### config.mk
export PLATFORM = sky130hd
export DESIGN_NAME = saw_ramp_gen
export DESIGN_NICKNAME = d
export VERILOG_FILES = /design/src/rtl/saw_pkg.sv /design/src/rtl/restart_edge_sync.sv /design/src/rtl/ramp_counter.sv /design/src/rtl/wrap_pulse_gen.sv /design/src/rtl/saw_ramp_gen.sv
export SDC_FILE = /design/constraint.sdc
export NUM_CORES = 1
export LEC_CHECK = 0
export BUFFER_PORTS_ARGS = -buffer_cell sky130_fd_sc_hd__buf_2
export CAP_MARGIN = 20
export CORE_AREA = 2 2 39 41
export DETAILED_ROUTE_END_ITERATION = 16
export DIE_AREA = 0 0 41 43
export PLACE_DENSITY_LB_ADDON = 0.25
export SETUP_SLACK_MARGIN = 0.05
export SLEW_MARGIN = 0
export SYNTH_ARGS = -nofsm -noshare
export SYNTH_HDL_FRONTEND = slang
export SYNTH_SLANG_ARGS = --single-unit
### constraint.sdc
create_clock -name clk_hf -period 1.25 [get_ports clk_hf]
set_clock_uncertainty 0.15 [all_clocks]
set_input_delay 0 -clock clk_hf [delete_from_list [all_inputs] [get_ports clk_hf]]
set_output_delay 0 -clock clk_hf [all_outputs]
set_load 0.01 [all_outputs]
### src/rtl/saw_pkg.sv
// Package: shared constants and types for the sawtooth ramp counter.
// Assumes nothing beyond standard SystemVerilog packed types.
package saw_pkg;

    // Reason a rollover pulse is raised on a given edge.
    typedef enum logic [1:0] {
        CAUSE_NONE    = 2'b00,
        CAUSE_WRAP    = 2'b01,
        CAUSE_RESTART = 2'b10,
        CAUSE_BOTH    = 2'b11
    } pulse_cause_e;

    // Minimum synchroniser depth accepted by the restart path.
    localparam int MIN_SYNC_STAGES = 2;

endpackage

### src/rtl/restart_edge_sync.sv
// Module: restart_edge_sync
// Brings an asynchronous restart level into the clock domain through a
// chain of SYNC_STAGES flops and flags its rising edge for one cycle.
// Assumes SYNC_STAGES >= 2. All flops clear on the synchronous active-low
// reset, so a level that is already high when reset ends counts as an edge.
module restart_edge_sync #(
    parameter int SYNC_STAGES = 2
) (
    input  logic clk,
    input  logic rst_n,
    input  logic async_in,
    output logic rise_o
);
    import saw_pkg::*;

    localparam int LAST = SYNC_STAGES - 1;

    logic [SYNC_STAGES-1:0] chain_q;
    logic                   prev_q;

    // Synchroniser stages, one flop per stage.
    genvar gi;
    generate
        for (gi = 0; gi < SYNC_STAGES; gi++) begin : g_stage
            if (gi == 0) begin : g_first
                // First stage samples the asynchronous level.
                always_ff @(posedge clk) begin
                    if (!rst_n) chain_q[0] <= 1'b0;
                    else        chain_q[0] <= async_in;
                end
            end else begin : g_rest
                // Later stages pass the level down the chain.
                always_ff @(posedge clk) begin
                    if (!rst_n) chain_q[gi] <= 1'b0;
                    else        chain_q[gi] <= chain_q[gi-1];
                end
            end
        end
    endgenerate

    // Holds the previous synchronised level for edge detection.
    always_ff @(posedge clk) begin
        if (!rst_n) prev_q <= 1'b0;
        else        prev_q <= chain_q[LAST];
    end

    // Rising edge of the synchronised level.
    always_comb rise_o = chain_q[LAST] & ~prev_q;

    // Elaboration check on the synchroniser depth.
    initial begin
        if (SYNC_STAGES < MIN_SYNC_STAGES)
            $error("restart_edge_sync: SYNC_STAGES below minimum");
    end

    AST_RISE_ONE_CYCLE: assert property (@(posedge clk) disable iff (!rst_n)
        rise_o |=> !rise_o) else $error("restart edge flag longer than one cycle");

endmodule

### src/rtl/ramp_counter.sv
// Module: ramp_counter
// Registered up-counter of CNT_W bits. It starts at all ones, steps by one on
// each clock edge, and clears to zero when clear_i is high at the edge.
// Flags when it sits at full scale so a rollover can be predicted.
// Assumes clear_i is synchronous to clk.
module ramp_counter #(
    parameter int CNT_W = 8
) (
    input  logic             clk,
    input  logic             rst_n,
    input  logic             clear_i,
    output logic [CNT_W-1:0] code_o,
    output logic             at_top_o
);
    localparam logic [CNT_W-1:0] TOP = {CNT_W{1'b1}};
    localparam logic [CNT_W-1:0] ONE = {{(CNT_W-1){1'b0}}, 1'b1};

    logic [CNT_W-1:0] code_q;

    // Count register: init to full scale, clear or increment.
    always_ff @(posedge clk) begin
        if (!rst_n)       code_q <= TOP;
        else if (clear_i) code_q <= '0;
        else              code_q <= code_q + ONE;
    end

    // Full-scale flag used to predict the rollover.
    always_comb at_top_o = (code_q == TOP);

    assign code_o = code_q;

    AST_STEP_BY_ONE: assert property (@(posedge clk) disable iff (!rst_n)
        (rst_n && !clear_i) |=> code_q == $past(code_q) + ONE)
        else $error("count did not step by one");

    AST_CLEAR_TO_ZERO: assert property (@(posedge clk) disable iff (!rst_n)
        (rst_n && clear_i) |=> code_q == '0)
        else $error("count not zero after clear");

endmodule

### src/rtl/wrap_pulse_gen.sv
// Module: wrap_pulse_gen
// Registers a single-cycle pulse on the edge where the counter either rolls
// over or is cleared by a restart. Both causes on the same edge give one pulse.
// Assumes both inputs are synchronous to clk.
module wrap_pulse_gen (
    input  logic clk,
    input  logic rst_n,
    input  logic at_top_i,
    input  logic restart_i,
    output logic pulse_o
);
    import saw_pkg::*;

    pulse_cause_e cause;
    logic         pulse_q;

    // Classify the reason for a pulse on the coming edge.
    always_comb cause = pulse_cause_e'({restart_i, at_top_i});

    // Pulse register: high for one period after any cause.
    always_ff @(posedge clk) begin
        if (!rst_n) pulse_q <= 1'b0;
        else        pulse_q <= (cause != CAUSE_NONE);
    end

    assign pulse_o = pulse_q;

endmodule

### src/rtl/saw_ramp_gen.sv
// Module: saw_ramp_gen (top)
// Sawtooth ramp counter with a rollover pulse and an asynchronous restart.
// The restart is synchronised, its rising edge clears the count on the next
// edge and raises the rollover pulse. Assumes rst_n is synchronous to clk_hf.
module saw_ramp_gen #(
    parameter int CNT_W       = 8,
    parameter int SYNC_STAGES = 2
) (
    input  logic             clk_hf,
    input  logic             rst_n,
    input  logic             restart_in,
    output logic [CNT_W-1:0] code_out,
    output logic             wrap_pulse
);
    localparam logic [CNT_W-1:0] TOP = {CNT_W{1'b1}};

    logic restart_rise;
    logic at_top;

    restart_edge_sync #(.SYNC_STAGES(SYNC_STAGES)) u_sync (
        .clk     (clk_hf),
        .rst_n   (rst_n),
        .async_in(restart_in),
        .rise_o  (restart_rise)
    );

    ramp_counter #(.CNT_W(CNT_W)) u_count (
        .clk     (clk_hf),
        .rst_n   (rst_n),
        .clear_i (restart_rise),
        .code_o  (code_out),
        .at_top_o(at_top)
    );

    wrap_pulse_gen u_pulse (
        .clk      (clk_hf),
        .rst_n    (rst_n),
        .at_top_i (at_top),
        .restart_i(restart_rise),
        .pulse_o  (wrap_pulse)
    );

    AST_PULSE_AT_ZERO: assert property (@(posedge clk_hf) disable iff (!rst_n)
        wrap_pulse |-> code_out == '0)
        else $error("pulse while count not zero");

    AST_ROLLOVER_PULSE: assert property (@(posedge clk_hf) disable iff (!rst_n)
        ($past(rst_n) && $past(code_out) == TOP) |-> (wrap_pulse && code_out == '0))
        else $error("rollover without pulse");

    AST_RESTART_PULSE: assert property (@(posedge clk_hf) disable iff (!rst_n)
        restart_rise |=> wrap_pulse)
        else $error("restart without pulse");

    AST_NO_STRAY_PULSE: assert property (@(posedge clk_hf) disable iff (!rst_n)
        (!restart_rise && code_out != TOP) |=> !wrap_pulse)
        else $error("pulse without cause");

endmodule

[After elaboration in Yosys (flattened, before gate mapping)]
Cells that the tools add are included.
Storage, ports and cells
  output and inout port bits: 9
  bits of input ports: 3
  bits in latches: 0
  ROM bits: 0
  word-level logic and storage cells: 11
  register bits after elaboration: 12
  RAM bits: 0
  memories: 0
Cells by class
  bitwise gates (word level): 2
  eq/ne operators: 1
  order comparisons: 0
  div/mod/pow operators: 0
  shift operators: 0
  multiplexer cells: 1
  multiply operators: 0
  add/subtract/negate cells: 1
  reduce and logical (&&, ||, !) cells: 1
Operator list (number)
  adder 8 x 1 -> 8 bit, second input constant: 1
  == test 8 bit, second input constant: 1
  2-to-1 mux 8 bit: 1
  nonzero test 2 bit: 1
  bitwise AND 1 bit: 1
  inverter 1 bit: 1

[Longest topological paths before layout]
Gate-level depths: netlist of run 1.
  depth after elaboration: 3
  mapped depth: 4
  gate-level depth less buffers: 4

[Cells and area by module]
From an unflattened synthesis of run 1, not the netlist that was laid out.
Second synthesis, totals
  cells, all modules: 48
  area, all modules: 473.0 um2
Modules (own cells, without submodules)
  ramp_counter: sequential area each 160.2 um2, area each 352.8 um2, times used 1, cells each 39
  restart_edge_sync: sequential area each 60.1 um2, area each 92.6 um2, times used 1, cells each 7
  wrap_pulse_gen: sequential area each 20.0 um2, area each 27.5 um2, times used 1, cells each 2

[Least setup slack after synthesis of run 1]
No wires, ideal clock.
  path type: flip-flop to flip-flop
  start point: reg u_count.code_q[0] (netlist: u_count.code_o[0])
  end point: reg u_count.code_q[6] (netlist: u_count.code_o[6])
  data required time: 1.038 ns
  cell stages (with the launch flop): 5
  setup time: 0.062 ns
  clock period less this slack: 1.386 ns
  arrival time: 1.174 ns
  slack: -0.136 ns
  buffers on the path: 0
  cell sequence: dfxtp_1 > ha_1 > nand2_1 > or4_1 > nand3_1
Between the ends
  longest elaborated chain between the ends: 2
Ends and longest elaborated chain
  from (decl): RTL line ramp_counter.sv:18  | logic [CNT_W-1:0] code_q;
  from (signal assigned): RTL line ramp_counter.sv:24  | else code_q <= code_q + ONE;
  adder 8 x 1 -> 8 bit: RTL line ramp_counter.sv:24
  2-to-1 mux 8 bit: RTL line ramp_counter.sv:23  | else if (clear_i) code_q <= '0;
No other way between the ends.
A chain may end at the register's enable or synchronous reset.

[Final worst setup path of run 1]
  start point: reg u_count.code_q[1] (netlist: u_count.code_o[1])
  end point: reg u_count.code_q[6] (netlist: u_count.code_o[6])
Same word-level chain as after synthesis.

==> impl_metrics.env, run 1 <==
export IMPL_status="finished, violations left"
export IMPL_violations="negative setup slack"
export IMPL_route_detailed_wl_per_inst_um=11.93
export IMPL_clock_latency_ps=270
export IMPL_drt_drc_violations_left=0
export IMPL_grt_max_degree=13
export IMPL_max_clock_freq_mhz=790.0
export IMPL_num_antenna_cells=0
export IMPL_synth_top_area_share=0.5319
export IMPL_grt_overflow=0
export IMPL_fin_ws_ps=-15.77
export IMPL_p_per_area_nw_per_um2=1550
export IMPL_post_place_ws_ps=-14.26
export IMPL_vdd_drop_max_uv=728.7
export IMPL_dp_hpwl_um=674.8
export IMPL_wirelength_um=1026
export IMPL_syn_inst=46
export IMPL_die_width_um=41
export IMPL_dieArea_um2=1763
export IMPL_ant_nets=0
export IMPL_die_y_um=43
export IMPL_synth_most_common_cell="dfxtp_1"
export IMPL_hp_class="register to register"
export IMPL_ys_seq_elements=12
export IMPL_synthTopCellsByCount="dfxtp_1 (12), nand2_1 (5), nand3_1 (5), o21ai_0 (4)"
export IMPL_drive_gt1_frac=0.5143
export IMPL_std_cell_rows=14
export IMPL_firstDrtPassIters=5
export IMPL_grt_pass1_vias=443
export IMPL_netlist_area_um2=451.7
export IMPL_synth_edff_count=0
export IMPL_synth_mux_area_frac=0
export IMPL_topRoutingLayerUsed="met4"
export IMPL_clkTransAtPathRegs_ps=80
export IMPL_max_cap_violations=0
export IMPL_io_pins=12
export IMPL_fin_crit_sh=1.013
export IMPL_p_leak_uw=0.0002867
export IMPL_grt_pass1_wl_um=1773
export IMPL_core_area_um2=1384
export IMPL_hold_slack_ps=287.1
export IMPL_synth_cell_types=17
export IMPL_crit_fanout=3
export IMPL_synth_largest_area_cell="dfxtp_1"
export IMPL_synthFlopType="dfxtp_1"
export IMPL_rsz0062_at_grt="true"
export IMPL_final_util=0.5009
export IMPL_initial_utilization=0.3264
export IMPL_numCtsBuffers=3
export IMPL_crit_type="register to register"
export IMPL_ys_top_cells_by_area="dfxtp_1 (53%), nand3_1 (5.5%), o211ai_1 (5.0%), or4_1 (5.0%), o21ai_0 (4.4%)"
export IMPL_num_vias=434
export IMPL_synth_top_family_by_area="simple AND/OR/NAND/NOR gates"
export IMPL_cp_end_kind="register"
export IMPL_syn_to_final_growth_pct=53.46
export IMPL_finalMaxSlewViolations=0
export IMPL_dpl_cell_count=78
export IMPL_dr_wl_met2_um=538
export IMPL_hold_viol_final=0
export IMPL_startpoint_type="register"
export IMPL_cts_tree="yes"
export IMPL_antenna_found_initial=0
export IMPL_synth_warnings=0
export IMPL_required_ps=1310
export IMPL_wl_met1_um=435
export IMPL_avgSynthCellArea_um2=9.819
export IMPL_cp_arrival_ps=1330
export IMPL_drtIter0Drc=9
export IMPL_yosys_area_share_simple=0.2632
export IMPL_globalplace_congestion=0.6648
export IMPL_async_reset_ff_frac=0
export IMPL_dr_wl_met3_um=41
export IMPL_via_per_inst=5.047
export IMPL_grt_usage=0.1493
export IMPL_cts_buffer_depth=2
export IMPL_synth_xor_area_frac=0.05817
export IMPL_worst_slew_pin_transition_ps=200.0
export IMPL_fin_cells=86
export IMPL_synth_compound_area_frac=0.1108
export IMPL_finalPower_uw=1075
export IMPL_cts_sinks=12
export IMPL_yosysSeqAreaShare=0.5319
export IMPL_slew_headroom=0.8667
export IMPL_yosys_area_share_adder=0.02770
export IMPL_syn_nets=50
export IMPL_fin_crit_ps=1266
export IMPL_finalSetupViolCount=3
export IMPL_htree_levels=1
export IMPL_portBuffers=11
export IMPL_cts_root_buffer="clkbuf_4"
export IMPL_nets=75
[cells by family after synthesis]
logic type | Yosys count
xor+xnor | 3
flops | 12
simple gates | 21
compound gates | 8
buf+inv | 1
fa+ha+maj | 1
[flip-flops by register name, indices dropped and copies added, names as in the netlist]
signal / count
u_sync.chain_q: 2
u_sync.prev_q: 1
u_count.code_o: 8
u_pulse.pulse_o: 1
[placed cells by master (no fill, tap or decap)]
| master | count |
|---|---|
| nand2_2 | 2 |
| and2_1 | 3 |
| dfxtp_1 | 5 |
| o21ai_0 | 3 |
| dlygate4sd3_1 | 2 |
| dfxtp_2 | 2 |
| or4_1 | 3 |
| o211ai_1 | 3 |
| clkbuf_1 | 1 |
| ha_4 | 1 |
| nand3_1 | 4 |
| nor3_2 | 1 |
| xor2_1 | 2 |
| o21a_1 | 1 |
| nand4_1 | 1 |
| o21ai_1 | 1 |
| nand3_2 | 1 |
| buf_4 | 8 |
| nand3_4 | 1 |
| clkbuf_4 | 3 |
| buf_2 | 11 |
| dfxtp_4 | 5 |
| nand2b_1 | 1 |
| xnor2_1 | 1 |
| nand2_1 | 3 |
| nor2b_4 | 1 |
[area by class of cell]
| type | instances | area, µm² |
|---|---|---|
| fill | 135 | 690.7 |
| multi-input combinational | 33 | 250.2 |
| sequential | 12 | 261.5 |
| timing repair buffer | 21 | 135.1 |
| tap | 16 | 20.02 |
| clock buffer | 4 | 26.28 |
[path summary, 6_finish.rpt]
check,cells past startpoint,from,to,slack (ps)
setup / recovery,4,u_count.code_o[1],u_count.code_o[6],-20
hold / removal,1,u_sync.chain_q[0],u_sync.chain_q[1],290
setup reg to reg,4,u_count.code_o[1],u_count.code_o[6],-20
hold reg to reg,1,u_sync.chain_q[0],u_sync.chain_q[1],290
[metrics by stage]
step / TNS [ps] / cell area, µm²
finish: -17.10 / 693.2
global route: -152.1 / 693.2
CTS: -22.80 / 680.7
detailed placement: -14.26 / 608.1
global placement: 0 / 608.1
floorplan: 0 / 491.7
[worst max-delay path, stage by stage (launching register included)]
cell and delay [ps]:
dfxtp_4 380, ha_4 150, nand2_2 50, or4_1 390
nand3_1 90
[power by group]
group | total (µW) | internal [µW] | switching [µW]
logic | 309 | 170 | 139
clock network | 250 | 124 | 126
registers | 515 | 447 | 68.4
[routing by layer]
layer	vias up	GRT usage
met5	-	0
met4	0	0.1000
met3	2	0.03141
met2	8	0.2188
met1	208	0.1863
li1	216	-
[timing repair]
action / in CTS / in global routing
hold buffers: 2 / 0
pin swaps: 1 / 1
gates resized for setup: 3 / 4
setup endpoints to repair: 3 / 5
setup buffers: 2 / 0
endpoints found under the hold margin: 12 / 0
Note: power is estimated with default switching activity, not from simulation.
==> inputs of run 2 (changes only) <==
Settings changed: CTS_CLUSTER_DIAMETER set to 200.
Clock period 1.25 ns to 1.2 ns, I/O delays scaled along.
==> run 2 against run 1 <==
  * The run still ends with negative setup slack left
  * Non-clock buffer count up 6
  * Via count grew 0.23%
  * Sequential power is 1% higher
  * Flip-flop and latch count stayed put
  * Die area did not move
  * Utilization is 4.8 points higher
  * Critical path type unchanged
  * Largest power group unchanged
  * Highest routed layer unchanged
==> impl_metrics.env, run 2 (synthesized netlist as in run 1, its figures left out) <==
export IMPL_final_common_cell="buf_4"
export IMPL_nets=81
export IMPL_worstRegToRegCells=4
export IMPL_crit_chain="ha_4 > nand2_2 > or4_4 > nand3_2"
export IMPL_final_util=0.5488
export IMPL_grt_usage=0.1584
export IMPL_clock_latency_ps=270
export IMPL_grt_pass1_vias=433
export IMPL_min_path_cells=1
export IMPL_ant_nets=0
export IMPL_power_frac_seq=0.434
export IMPL_cts_buffer_depth=2
export IMPL_tns_ps=-180.9
export IMPL_startpoint_type="register"
export IMPL_p_leak_uw=0.0003212
export IMPL_route_detailed_wl_per_inst_um=12.00
export IMPL_largest_reg_flops=8
export IMPL_fin_ws_ps=-68.95
export IMPL_path_buf_inv=0
export IMPL_cp_end_kind="register"
export IMPL_switching_share=0.3151
export IMPL_fin_crit_ps=1269
export IMPL_hold_viol_final=0
export IMPL_fin_crit_sh=1.057
export IMPL_die_y_um=43
export IMPL_std_cell_rows=14
export IMPL_cp_top_family="simple AND/OR/NAND/NOR gates"
export IMPL_status="finished, violations left"
export IMPL_dieArea_um2=1763
export IMPL_rsz0062_at_grt="true"
export IMPL_cp_arrival_ps=1330
export IMPL_cts_root_buffer="clkbuf_4"
export IMPL_vdd_drop_max_uv=963.2
export IMPL_slowest_stage="or4_4"
export IMPL_path_depth=4
export IMPL_postPlaceCellArea_um2=645.6
export IMPL_hold_slack_ps=298.9
export IMPL_p_per_area_nw_per_um2=1583
export IMPL_grt_max_degree=13
export IMPL_num_antenna_cells=0
export IMPL_numCtsBuffers=3
export IMPL_die_width_um=41
export IMPL_internal_power_uw=823.3
export IMPL_portBuffers=11
export IMPL_crit_type="register to register"
export IMPL_finalSetupViolCount=3
export IMPL_violations="negative setup slack"
export IMPL_cts_sinks=12
export IMPL_cts_tree="yes"
export IMPL_dpl_cell_count=83
export IMPL_combinationalPowerShare=0.348
export IMPL_p_sw_uw=378.8
export IMPL_initial_utilization=0.3264
export IMPL_drtIter0Drc=2
export IMPL_dp_hpwl_um=692.8
export IMPL_core_area_um2=1384
export IMPL_slew_headroom=0.8459
export IMPL_worst_slew_pin_transition_ps=230.2
export IMPL_crit_fanout=3
export IMPL_syn_to_final_growth_pct=68.14
export IMPL_max_cap_violations=0
export IMPL_final_area_um2=759.5
export IMPL_required_ps=1260
export IMPL_antenna_found_initial=0
export IMPL_max_clock_freq_mhz=788.1
export IMPL_grt_overflow=0
export IMPL_layout_common_cells="buf_4 (14), buf_2 (11), dfxtp_1 (5)"
export IMPL_htree_levels=1
export IMPL_clkTransAtPathRegs_ps=80
export IMPL_globalplace_congestion=0.7002
export IMPL_crit_path_max_incr_delay_ps=410
export IMPL_io_pins=12
export IMPL_num_vias=435
export IMPL_grt_pass1_wl_um=1849
export IMPL_firstDrtPassIters=4
export IMPL_wirelength_um=1104
export IMPL_finalMaxSlewViolations=0
export IMPL_hp_class="register to register"
export IMPL_fin_cells=92
export IMPL_drive_gt1_frac=0.6184
export IMPL_via_per_inst=4.728
export IMPL_power_share_clock=0.218
export IMPL_drt_drc_violations_left=0
## run 2: cell count changes in the layout (fill, tap and decap cells not counted), sizes merged
cell  change
buf       +6
## run 2: final cells by class
type                       count  area (µm²)
clock buffer                   4       26.28
fill                         138       624.3
multi-input combinational     33       274.0
sequential                    12       259.0
tap                           16       20.02
timing repair buffer          27       180.2
## run 2: what timing repair did
| action | in CTS | in global routing |
|---|---|---|
| endpoints found under the hold margin | 12 | 0 |
| pin swaps | 8 | 6 |
| endpoints found under the setup margin | 5 | 7 |
| hold buffers | 2 | 0 |
| resized for setup | 5 | 8 |
| buffers inserted | 3 | 0 |
## run 2: metal layers
metal  vias to the layer above  part of all wire  global-route usage
li1                        224                 -                   -
met1                       199              0.46              0.1961
met2                        10              0.48              0.2281
met3                         2             0.045             0.04712
met4                         0             0.011              0.1000
met5                         -                 0                   0
## run 2: per-stage QoR
stage | total power [µW] | setup WS [ps]
finish | 1202 | -68.95
global route | 1290 | -128.9
CTS | 1176 | -70.18
detailed placement | 872.1 | -46.22
global placement | 869.4 | -42.27
floorplan | 696.8 | -38.82
## run 2: worst paths after layout
check             slack [ps]                 to              start
setup / recovery         -70  u_count.code_o[6]  u_count.code_o[1]
hold reg to reg          300  u_sync.chain_q[1]  u_sync.chain_q[0]
hold / removal           300  u_sync.chain_q[1]  u_sync.chain_q[0]
setup reg to reg         -70  u_count.code_o[6]  u_count.code_o[1]
## run 2: power groups by stage
stage | sequential [µW] | combinational (µW) | clock (µW)
after detailed placement | 523 | 349 | 0
after floorplan | 554 | 143 | 0
after global routing | 533 | 465 | 291
final | 522 | 418 | 262
after global placement | 521 | 348 | 0
after CTS | 519 | 385 | 272
## run 2: worst reg2reg max path, stage by stage, from the launching register on
cell and delay [ps]:
dfxtp_4 380, ha_4 150, nand2_2 60, or4_4 410, nand3_2 60
==> inputs of run 3 (changes only) <==
Clock period 1.2 ns to 1.3 ns, I/O delays scaled along.
==> run 3 against run 2 <==
  * The run now ends clean
  * Clock power is 9.2% higher
  * Worst hold slack worse by 9.3 ps
  * Cell count is 5.4% lower
  * Critical path depth stayed put
  * Global-route usage down 2.9 points
  * Flip-flop and latch count unchanged
  * Die area stayed put
  * Cell area down 6.3%
  * Combinational power fell by 21%
  * Critical path type unchanged
  * Largest cell class is now registers
  * Largest power group unchanged
==> impl_metrics.env, run 3 (synthesized netlist as in run 1, its figures left out) <==
export IMPL_status="complete, no violations"
export IMPL_final_common_cell="buf_2"
export IMPL_p_sw_uw=317.6
export IMPL_max_cap_violations=0
export IMPL_fin_crit_ps=1275
export IMPL_grt_overflow=0
export IMPL_syn_to_final_growth_pct=57.62
export IMPL_dpl_cell_count=80
export IMPL_cts_sinks=12
export IMPL_nets=76
export IMPL_via_per_inst=4.839
export IMPL_internal_power_uw=779.3
export IMPL_hp_class="register to register"
export IMPL_fin_crit_sh=0.9808
export IMPL_power_share_clock=0.260
export IMPL_max_clock_freq_mhz=784.3
export IMPL_std_cell_rows=14
export IMPL_grt_pass1_vias=365
export IMPL_drtIter0Drc=7
export IMPL_rsz0062_at_grt="true"
export IMPL_largest_reg_flops=8
export IMPL_dieArea_um2=1763
export IMPL_hold_slack_ps=289.6
export IMPL_dr_wl_met2_um=428
export IMPL_fin_cells=87
export IMPL_grt_usage=0.1296
export IMPL_clkTransAtPathRegs_ps=70
export IMPL_finalMaxSlewViolations=0
export IMPL_num_antenna_cells=0
export IMPL_drive_gt1_frac=0.5634
export IMPL_cp_endpoint="u_count.code_o[6]"
export IMPL_hold_viol_final=0
export IMPL_ant_nets=0
export IMPL_numCtsBuffers=3
export IMPL_io_pins=12
export IMPL_cp_startpoint="u_count.code_o[0]"
export IMPL_core_area_um2=1384
export IMPL_fin_ws_ps=24.95
export IMPL_regArea_um2=257.7
export IMPL_crit_type="register to register"
export IMPL_slew_headroom=0.8614
export IMPL_firstDrtPassIters=2
export IMPL_post_place_ws_ps=16.66
export IMPL_finalSetupViolCount=0
export IMPL_reg2reg_to="u_count.code_o[6]"
export IMPL_p_per_area_nw_per_um2=1541
export IMPL_htree_levels=1
export IMPL_die_width_um=41
export IMPL_p_leak_uw=0.0002969
export IMPL_route_detailed_wl_per_inst_um=10.59
export IMPL_num_vias=421
export IMPL_postPlaceCellArea_um2=590.6
export IMPL_holdCritStartpoint="u_sync.chain_q[0]"
export IMPL_power_frac_seq=0.439
export IMPL_globalplace_congestion=0.6884
export IMPL_crit_chain="ha_4 > nand2_2 > or4_4 > nand3_2"
export IMPL_dr_wl_met3_um=37
export IMPL_dp_hpwl_um=645.9
export IMPL_grt_pass1_wl_um=1497
export IMPL_cp_end_kind="register"
export IMPL_final_util=0.5145
export IMPL_worst_slew_pin_transition_ps=207.0
export IMPL_cp_arrival_ps=1330
export IMPL_startpoint_type="register"
export IMPL_r2r_start="u_count.code_o[0]"
export IMPL_wirelength_um=921
export IMPL_initial_utilization=0.3264
export IMPL_multi_input_area_um2=255.2
export IMPL_fillers=126
export IMPL_cts_tree="yes"
export IMPL_drt_drc_violations_left=0
export IMPL_grt_max_degree=13
export IMPL_wl_met1_um=442
export IMPL_slowest_stage="or4_4"
export IMPL_crit_fanout=4
export IMPL_clock_latency_ps=260
export IMPL_topRoutingLayerUsed="met4"
export IMPL_final_area_um2=711.9
export IMPL_combinationalPowerShare=0.301
export IMPL_layout_common_cells="buf_2 (11), buf_4 (9), dfxtp_2 (5)"
export IMPL_portBuffers=11
export IMPL_die_y_um=43
export IMPL_worstRegToRegCells=4
export IMPL_reg2reg_slack_ps=20
export IMPL_cts_buffer_depth=2
export IMPL_required_ps=1350
export IMPL_vdd_drop_max_uv=927.2
export IMPL_cts_root_buffer="clkbuf_4"
export IMPL_antenna_found_initial=0
export IMPL_crit_path_max_incr_delay_ps=410
export IMPL_switching_share=0.2896
==> run 3: cell count changes in the layout (fill, tap and decap cells not counted), sizes merged <==
| cell | before | now |
|---|---|---|
| buf | 25 | 20 |
==> run 3: area by class of cell <==
class	instances	share of cell area
Sequential cell	12	0.3620
Timing Repair Buffer	22	0.2004
Multi-Input combinational cell	33	0.3585
Clock buffer	4	0.05097
Tap cell	16	0.02812
==> run 3: per-layer routing <==
layer	track usage	vias to the layer above
li1	-	215
met1	0.1683	196
met2	0.1750	8
met3	0.06283	2
met4	0.06000	0
met5	0	-
==> run 3: metrics by stage <==
| stage | power (µW) | TNS (ps) |
|---|---|---|
| 3_5_place_dp | 768.6 | 0 |
| 6_report | 1097 | 0 |
| 5_1_grt | 1183 | 0 |
| 2_1_floorplan | 626.8 | -9.076 |
| 3_3_place_gp | 765.7 | 0 |
| 4_1_cts | 1062 | 0 |
==> run 3: critical path, delay by kind of cell, from the launching register on <==
| family | cells | cell delay (ps) |
|---|---|---|
| flops | 1 | 380 |
| fa+ha+maj | 1 | 140 |
| simple gates | 3 | 540 |
==> run 3: power groups by stage <==
stage                     sequential [µW]  combinational, µW  clock [µW]
after detailed placement              478                291           0
after CTS                             470                298         294
after global routing                  491                377         315
after global placement                477                289           0
final                                 482                330         286
after floorplan                       502                125           0
==> run 3: worst min path at each step <==
stage                        endpoint  slack (ps)  depth (start not counted)
finish              u_sync.chain_q[1]         290                          1
global route        u_sync.chain_q[1]         300                          1
CTS                 u_sync.chain_q[1]         300                          1
detailed placement  u_sync.chain_q[0]          60                          2
global placement    u_sync.chain_q[0]          60                          2
floorplan           u_sync.chain_q[0]         -30                          1
==> run 3: what timing repair did <==
action	CTS	global route
pin swaps	0	3
endpoints found under the hold margin	12	0
resized for setup	3	14
hold buffers	2	0
setup endpoints to repair	3	5
setup buffers	0	1
